### src/rtl/hdlc_rx_pkg.sv
package hdlc_rx_pkg;

    typedef enum logic {
        DF_HUNT,
        DF_OPEN
    } dfr_state_t;

    typedef enum logic {
        PK_EMPTY,
        PK_BUSY
    } pk_state_t;

    typedef enum logic [1:0] {
        BE_IDLE,
        BE_LIVE,
        BE_DRAIN
    } be_state_t;

endpackage

### src/rtl/hdlc_rx_deframer.sv
module hdlc_rx_deframer
    import hdlc_rx_pkg::*;
#(
    parameter int STUFF_RUN = 5
) (
    input  logic clk,
    input  logic rst_n,
    input  logic bit_en,
    input  logic bit_in,
    output logic out_vld,
    output logic out_bit,
    output logic flag_evt,
    output logic abort_evt
);
    localparam int FLAG_RUN  = STUFF_RUN + 1;
    localparam int ABORT_RUN = STUFF_RUN + 2;
    localparam int DLY_D     = STUFF_RUN + 2;
    localparam int ONES_W    = $clog2(ABORT_RUN + 1);
    localparam int DCNT_W    = $clog2(DLY_D + 1);

    dfr_state_t        state_q, state_d;
    logic [ONES_W-1:0] ones_q, ones_d;
    logic [DLY_D-1:0]  dly_q, dly_d;
    logic [DCNT_W-1:0] dcnt_q, dcnt_d;
    logic              vld_d, bit_d, flag_d, abort_d;
    logic              at_stuff, at_flag, at_abort;

    assign at_stuff = (ones_q == ONES_W'(STUFF_RUN)) && !bit_in;
    assign at_flag  = (ones_q == ONES_W'(FLAG_RUN)) && !bit_in;
    assign at_abort = (ones_q == ONES_W'(FLAG_RUN)) && bit_in;

    // state register
    always_ff @(posedge clk or negedge rst_n) begin
        if (!rst_n) begin
            state_q <= DF_HUNT;
            ones_q  <= '0;
            dly_q   <= '0;
            dcnt_q  <= '0;
        end else begin
            state_q <= state_d;
            ones_q  <= ones_d;
            dly_q   <= dly_d;
            dcnt_q  <= dcnt_d;
        end
    end

    // next state and outputs
    always_comb begin
        state_d = state_q;
        ones_d  = ones_q;
        dly_d   = dly_q;
        dcnt_d  = dcnt_q;
        vld_d   = 1'b0;
        bit_d   = 1'b0;
        flag_d  = 1'b0;
        abort_d = 1'b0;
        if (bit_en) begin
            if (bit_in) begin
                ones_d = (ones_q == ONES_W'(ABORT_RUN)) ? ones_q : ones_q + 1'b1;
            end else begin
                ones_d = '0;
            end
            unique case (state_q)
                DF_HUNT: begin
                    if (at_flag) begin
                        state_d = DF_OPEN;
                        dcnt_d  = '0;
                    end
                end
                DF_OPEN: begin
                    if (at_flag) begin
                        flag_d = 1'b1;
                        dcnt_d = '0;
                    end else if (at_abort) begin
                        abort_d = 1'b1;
                        state_d = DF_HUNT;
                        dcnt_d  = '0;
                    end else if (!at_stuff) begin
                        dly_d = {dly_q[DLY_D-2:0], bit_in};
                        if (dcnt_q == DCNT_W'(DLY_D)) begin
                            vld_d = 1'b1;
                            bit_d = dly_q[DLY_D-1];
                        end else begin
                            dcnt_d = dcnt_q + 1'b1;
                        end
                    end
                end
                default: state_d = DF_HUNT;
            endcase
        end
    end

    always_ff @(posedge clk or negedge rst_n) begin
        if (!rst_n) begin
            out_vld   <= 1'b0;
            out_bit   <= 1'b0;
            flag_evt  <= 1'b0;
            abort_evt <= 1'b0;
        end else begin
            out_vld   <= vld_d;
            out_bit   <= bit_d;
            flag_evt  <= flag_d;
            abort_evt <= abort_d;
        end
    end

endmodule

### src/rtl/hdlc_rx_packer.sv
module hdlc_rx_packer
    import hdlc_rx_pkg::*;
#(
    parameter int DATA_W = 8
) (
    input  logic              clk,
    input  logic              rst_n,
    input  logic              bit_vld,
    input  logic              bit_val,
    input  logic              flag_evt,
    input  logic              abort_evt,
    output logic              byte_stb,
    output logic [DATA_W-1:0] byte_val,
    output logic              end_stb,
    output logic              end_err,
    output logic              abort_stb
);
    localparam int CNT_W = $clog2(DATA_W);

    pk_state_t         state_q, state_d;
    logic [DATA_W-1:0] sh_q, sh_d, val_d, assembled;
    logic [CNT_W-1:0]  cnt_q, cnt_d;
    logic              byte_d, end_d, err_d, abort_d;

    assign assembled = {bit_val, sh_q[DATA_W-1:1]};

    // state register
    always_ff @(posedge clk or negedge rst_n) begin
        if (!rst_n) begin
            state_q <= PK_EMPTY;
            sh_q    <= '0;
            cnt_q   <= '0;
        end else begin
            state_q <= state_d;
            sh_q    <= sh_d;
            cnt_q   <= cnt_d;
        end
    end

    // next state and outputs
    always_comb begin
        state_d = state_q;
        sh_d    = sh_q;
        cnt_d   = cnt_q;
        val_d   = byte_val;
        byte_d  = 1'b0;
        end_d   = 1'b0;
        err_d   = 1'b0;
        abort_d = 1'b0;
        if (bit_vld) begin
            sh_d = assembled;
            if (cnt_q == CNT_W'(DATA_W - 1)) begin
                byte_d  = 1'b1;
                val_d   = assembled;
                cnt_d   = '0;
                state_d = PK_BUSY;
            end else begin
                cnt_d = cnt_q + 1'b1;
            end
        end else if (flag_evt || abort_evt) begin
            cnt_d = '0;
            unique case (state_q)
                PK_EMPTY: state_d = PK_EMPTY;
                PK_BUSY: begin
                    state_d = PK_EMPTY;
                    if (flag_evt) begin
                        end_d = 1'b1;
                        err_d = (cnt_q != '0);
                    end else begin
                        abort_d = 1'b1;
                    end
                end
                default: state_d = PK_EMPTY;
            endcase
        end
    end

    always_ff @(posedge clk or negedge rst_n) begin
        if (!rst_n) begin
            byte_stb  <= 1'b0;
            byte_val  <= '0;
            end_stb   <= 1'b0;
            end_err   <= 1'b0;
            abort_stb <= 1'b0;
        end else begin
            byte_stb  <= byte_d;
            byte_val  <= val_d;
            end_stb   <= end_d;
            end_err   <= err_d;
            abort_stb <= abort_d;
        end
    end

endmodule

### src/rtl/hdlc_rx_backend.sv
module hdlc_rx_backend
    import hdlc_rx_pkg::*;
#(
    parameter int DATA_W = 8
) (
    input  logic              clk,
    input  logic              rst_n,
    input  logic              byte_stb,
    input  logic [DATA_W-1:0] byte_val,
    input  logic              end_stb,
    input  logic              end_err,
    input  logic              abort_stb,
    input  logic              rd_req,
    output logic              avail,
    output logic [DATA_W-1:0] data,
    output logic              fvalid,
    output logic              ferr,
    output logic              fabort
);
    be_state_t         state_q, state_d;
    logic              avail_d, err_d, abt_d;
    logic [DATA_W-1:0] data_d;
    logic              take, overrun;

    assign take    = rd_req && avail;
    assign overrun = byte_stb && avail && !take;

    // state register
    always_ff @(posedge clk or negedge rst_n) begin
        if (!rst_n) begin
            state_q <= BE_IDLE;
            avail   <= 1'b0;
            data    <= '0;
            ferr    <= 1'b0;
            fabort  <= 1'b0;
        end else begin
            state_q <= state_d;
            avail   <= avail_d;
            data    <= data_d;
            ferr    <= err_d;
            fabort  <= abt_d;
        end
    end

    // next state and outputs
    always_comb begin
        state_d = state_q;
        avail_d = avail;
        data_d  = data;
        err_d   = ferr;
        abt_d   = fabort;
        if (byte_stb) begin
            data_d  = byte_val;
            avail_d = 1'b1;
            state_d = BE_LIVE;
            unique case (state_q)
                BE_LIVE: err_d = ferr || overrun;
                BE_IDLE, BE_DRAIN: begin
                    err_d = overrun;
                    abt_d = 1'b0;
                end
                default: err_d = overrun;
            endcase
        end else begin
            if (take) begin
                avail_d = 1'b0;
            end
            unique case (state_q)
                BE_IDLE: state_d = BE_IDLE;
                BE_LIVE: begin
                    if (end_stb) begin
                        err_d   = ferr || end_err;
                        state_d = BE_DRAIN;
                    end else if (abort_stb) begin
                        abt_d   = 1'b1;
                        state_d = BE_DRAIN;
                    end
                end
                BE_DRAIN: begin
                    if (!avail) begin
                        state_d = BE_IDLE;
                    end
                end
                default: state_d = BE_IDLE;
            endcase
        end
    end

    assign fvalid = (state_q != BE_IDLE);

endmodule

### src/rtl/hdlc_rx_core.sv
module hdlc_rx_core #(
    parameter int DATA_W    = 8,
    parameter int STUFF_RUN = 5
) (
    input  logic              clk,
    input  logic              rst_n,
    input  logic              ser_en,
    input  logic              ser_bit,
    input  logic              bk_rd,
    output logic [DATA_W-1:0] bk_data,
    output logic              bk_avail,
    output logic              frm_valid,
    output logic              frm_err,
    output logic              frm_abort,
    input  logic              wb_stb,
    input  logic              wb_we,
    output logic [DATA_W-1:0] wb_dat,
    output logic              wb_ack,
    output logic              wb_rty
);
    logic              dfr_vld, dfr_bit, dfr_flag, dfr_abort;
    logic              pk_byte_stb, pk_end_stb, pk_end_err, pk_abort_stb;
    logic [DATA_W-1:0] pk_byte_val;
    logic              rd_req;

    hdlc_rx_deframer #(.STUFF_RUN(STUFF_RUN)) u_dfr (
        .clk       (clk),
        .rst_n     (rst_n),
        .bit_en    (ser_en),
        .bit_in    (ser_bit),
        .out_vld   (dfr_vld),
        .out_bit   (dfr_bit),
        .flag_evt  (dfr_flag),
        .abort_evt (dfr_abort)
    );

    hdlc_rx_packer #(.DATA_W(DATA_W)) u_pack (
        .clk       (clk),
        .rst_n     (rst_n),
        .bit_vld   (dfr_vld),
        .bit_val   (dfr_bit),
        .flag_evt  (dfr_flag),
        .abort_evt (dfr_abort),
        .byte_stb  (pk_byte_stb),
        .byte_val  (pk_byte_val),
        .end_stb   (pk_end_stb),
        .end_err   (pk_end_err),
        .abort_stb (pk_abort_stb)
    );

    hdlc_rx_backend #(.DATA_W(DATA_W)) u_be (
        .clk       (clk),
        .rst_n     (rst_n),
        .byte_stb  (pk_byte_stb),
        .byte_val  (pk_byte_val),
        .end_stb   (pk_end_stb),
        .end_err   (pk_end_err),
        .abort_stb (pk_abort_stb),
        .rd_req    (rd_req),
        .avail     (bk_avail),
        .data      (bk_data),
        .fvalid    (frm_valid),
        .ferr      (frm_err),
        .fabort    (frm_abort)
    );

    assign wb_ack = wb_stb && !wb_we;
    assign wb_rty = !bk_avail;
    assign wb_dat = bk_data;
    assign rd_req = bk_rd || wb_ack;

endmodule

### config.mk
export PLATFORM = sky130hd
export DESIGN_NAME = hdlc_rx_core
export DESIGN_NICKNAME = d
export VERILOG_FILES = /design/src/rtl/hdlc_rx_pkg.sv /design/src/rtl/hdlc_rx_deframer.sv /design/src/rtl/hdlc_rx_packer.sv /design/src/rtl/hdlc_rx_backend.sv /design/src/rtl/hdlc_rx_core.sv
export SDC_FILE = /design/constraint.sdc
export NUM_CORES = 1
export LEC_CHECK = 0
export ABC_AREA = 0
export BUFFER_PORTS_ARGS = -buffer_cell sky130_fd_sc_hd__clkbuf_2
export CORE_UTILIZATION = 57
export CTS_CLUSTER_DIAMETER = 100
export DETAILED_ROUTE_END_ITERATION = 8
export PLACE_DENSITY_LB_ADDON = 0.2
export SYNTH_ARGS = -nofsm -noshare
export SYNTH_HDL_FRONTEND = slang
export SYNTH_HIERARCHICAL = 1
export SYNTH_SLANG_ARGS = --single-unit
### constraint.sdc
create_clock -name clk -period 2.2 [get_ports clk]
set_input_delay 0.11 -clock clk [delete_from_list [all_inputs] [get_ports clk]]
set_output_delay 0.11 -clock clk [all_outputs]
set_load 0.1 [all_outputs]
==> out/metrics.csv <==
stage,metric,value,unit
outcome,status,"complete, no violations",
floorplanning,num_rows,23,
synthesis,async_flop_share,1.000,
power,p_total,1.889,mW
global_routing,grt_use_total,0.1889,
route,drt_first_pass_iters,5,
timing,min_period,1.768,ns
synthesis,yosys_most_used_dff,dfrtp_1,
worst_setup_path,r2r-end,u_dfr/dcnt_q[0],
worst_hold_path,min_to,u_dfr/flag_evt,
route,vias,1376,
finish,finalNonFillerCells,259,
timing,skew,0.009605,ns
worst_setup_path,cp-end-kind,register,
synthesis,syn_inst,184,
finish,nFillCells,314,
synthesis,ys_top_cells_by_count,"54 x dfrtp_1, 29 x mux2_2, 14 x inv_1",
route,routed_wl,3.681,mm
worst_setup_path,crit_required,2.39,ns
floorplanning,initial_core_util,0.5981,
placement,place_congestion,0.7534,
placement,dpl.hpwl,2.657,mm
worst_setup_path,cp_top_family,flip-flops,
global_routing,grt_first_pass_wirelength,6.141,mm
synthesis,ys_seq_elements,54,
cts,clk_path_buf_depth,2,
placement,placed_cells,250,
floorplanning,die_area,4492,um^2
finish,drive_gt1_frac,0.4019,
cts,clkLatencyLatePin,0.31,ns
cts,htreeDepth,2,
route,wl_per_cell,14.21,um
synthesis,yosysTopAreaCell,dfrtp_1,
floorplanning,core,4029,um^2
route,initialDrtViolationCount,47,
global_routing,antenna_found_initial,0,
worst_setup_path,crit_type,reg2reg,
timing,hold_viol,0,
synthesis,synth_top_area_frac,0.5607,
synthesis,yosysUniqueCellTypes,39,
synthesis,ys_seq_area_frac,0.5607,
synthesis,synth_fp_nets,200,
worst_setup_path,cp.buffers_inverters,1,
timing,worst_pin_slew,0.6444,ns
timing,finalCritPeriodShare,0.8037,
synthesis,synthTopCellsByArea,"dfrtp_1 56%, mux2_2 14%, ha_1 4.7%",
global_routing,grt_max_degree,24,
global_routing,grt_pass1_vias,1363,
cts,cts_root_buf,clkbuf_8,
worst_setup_path,cp.arrival,1.96,ns
power,leakagePower,1.359,nW
worst_setup_path,critPathMaxFanout,4,
worst_hold_path,hold_path_class,in2reg,
route,drc,0,
timing,final.setup.tns,0,ns
worst_setup_path,crit_chain,"inv_1, ha_1, nor2b_2, and4b_4, a211oi_2, mux2_2",
floorplanning,io_pins,29,
finish,nets,224,
finish,area_growth,8.982,%
timing,setup_viol,0,
floorplanning,fp.dieH,67.02,um
worst_setup_path,crit_path_start_kind,register,
timing,max_freq,565.6,MHz
finish,diodes,0,
synthesis,syn_area,2410,um^2
timing,slew_headroom,0.5704,
placement,port_buffers,28,
worst_setup_path,ff2ff_setup_slack,0.43,ns
worst_hold_path,whs_path_depth,2,
synthesis,synth.avg_cell_area,13.10,um^2
route,ant_nets,0,
timing,rsz0062_at_grt,no,
power,p_per_area,719.2,nW/um^2
worst_setup_path,cpMaxStageDelayCell,dfrtp_1,
worst_setup_path,slowest_delay,0.40,ns
cts,cts_inserted_buffers,5,
cts,clock-sinks,54,
route,avgViaCountPerCell,5.313,
worst_setup_path,crit_path_start,u_dfr/ones_q[1],
cts,clk_pin_slew,0.09,ns
floorplanning,die_x,67.02,um
cts,tritoncts,built,
synthesis,synth_most_common_cell,dfrtp_1,
timing,finalMaxSlewViolations,0,
worst_hold_path,hold_start,ser_bit,
worst_setup_path,worstReg2RegStart,u_dfr/ones_q[1],
synthesis,synth_edf_count,0,
job,max-cap-violations,0,
synthesis,synth_warnings,6,
global_routing,grt_overflow,0,
worst_setup_path,reg2regPathDepth,6,
power,max-vdd-ir-drop,0.0005256,V
routing by layer:
metal,routed length (um),GRT usage,vias up
met2,1963,0.3300,24
li1,-,-,668
met1,1542,0.2168,680
met4,55,0.07181,0
met3,120,0.05137,4
met5,0,0,-
timing repair:
action,in CTS,in global routing
setup buffers,0,0
setup endpoints to repair,0,0
gates resized for setup,0,0
hold buffers,1,0
hold endpoints to repair,14,0
cell type report:
class	count	area [um^2]	share of cell area
inverter	14	52.55	0.02001
sequential	54	1351	0.5145
clock buffer	5	68.82	0.02620
timing repair buffer	31	165.2	0.06289
tap	50	62.56	0.02382
clock inverter	3	45.04	0.01715
multi-input combinational	102	880.8	0.3354
per-stage QoR:
| step | util | instance area [um^2] | setup slack, ns | hold WS [ns] |
|---|---|---|---|---|
| after floorplan | - | 2410 | 0.4664 | -0.1856 |
| after global placement | 0.6211 | 2502 | 0.5029 | 0.05220 |
| after detailed placement | 0.6211 | 2502 | 0.4354 | 0.05248 |
| after CTS | 0.6519 | 2626 | 0.4217 | 0.07598 |
| after global routing | 0.6519 | 2626 | 0.3702 | 0.1055 |
| final | 0.6519 | 2626 | 0.4319 | 0.08339 |
state kept, by name, summed over array words and instances, names as in the netlist, 2 cells and up, named ones only:
register,flops
u_be/data,8
u_dfr/ones_q,3
u_dfr/dly_q,7
u_be/state_q,2
u_dfr/dcnt_q,3
u_pack/cnt_q,3
u_pack/byte_val,8
u_pack/sh_q,7
how the worst max path moves through the flow:
stage                     slack, ns  cells after the start         endpoint
after detailed placement       0.44                      6  u_dfr/dcnt_q[0]
after floorplan                0.47                      1           wb_rty
final                          0.43                      6  u_dfr/dcnt_q[0]
after CTS                      0.42                      6  u_dfr/dcnt_q[0]
after global placement         0.50                      5  u_dfr/dcnt_q[0]
after global routing           0.37                      5  u_dfr/dcnt_q[0]
cell usage in the layout (no fill, tap or decap), drive strengths merged:
cell type and instances:
o22ai 1, and3 2, nor3b 1, or3b 1, a21boi 1, nor3 1, dlygate4sd3 1, o31ai 1
ha 9, nand2 13, o21ai 10, mux2 33, nor2b 3, and3b 1, bufinv 1, a211oi 1
or2 3, nand3 3, nor4b 2, nand3b 1, a31oi 1, a32oi 1, inv 14, nor2 5
a21oi 2, buf 2, o41ai 3, and4b 1, dfrtp 54, a21o 2, clkbuf 33, clkinvlp 2
power breakdown:
group          internal (mW)  switching (mW)
logic                 0.0734          0.0787
clock network          0.338           0.309
registers               1.05          0.0421
kinds of logic after synthesis:
logic type / synth area share
AND/OR/NAND/NOR: 0.09502
flip-flops: 0.5607
AO/OA/AOI/OAI: 0.06335
adder cells (fa/ha/maj): 0.04673
buffers and inverters: 0.07373
multiplexers: 0.1604
(Power assumes the default switching activity.)
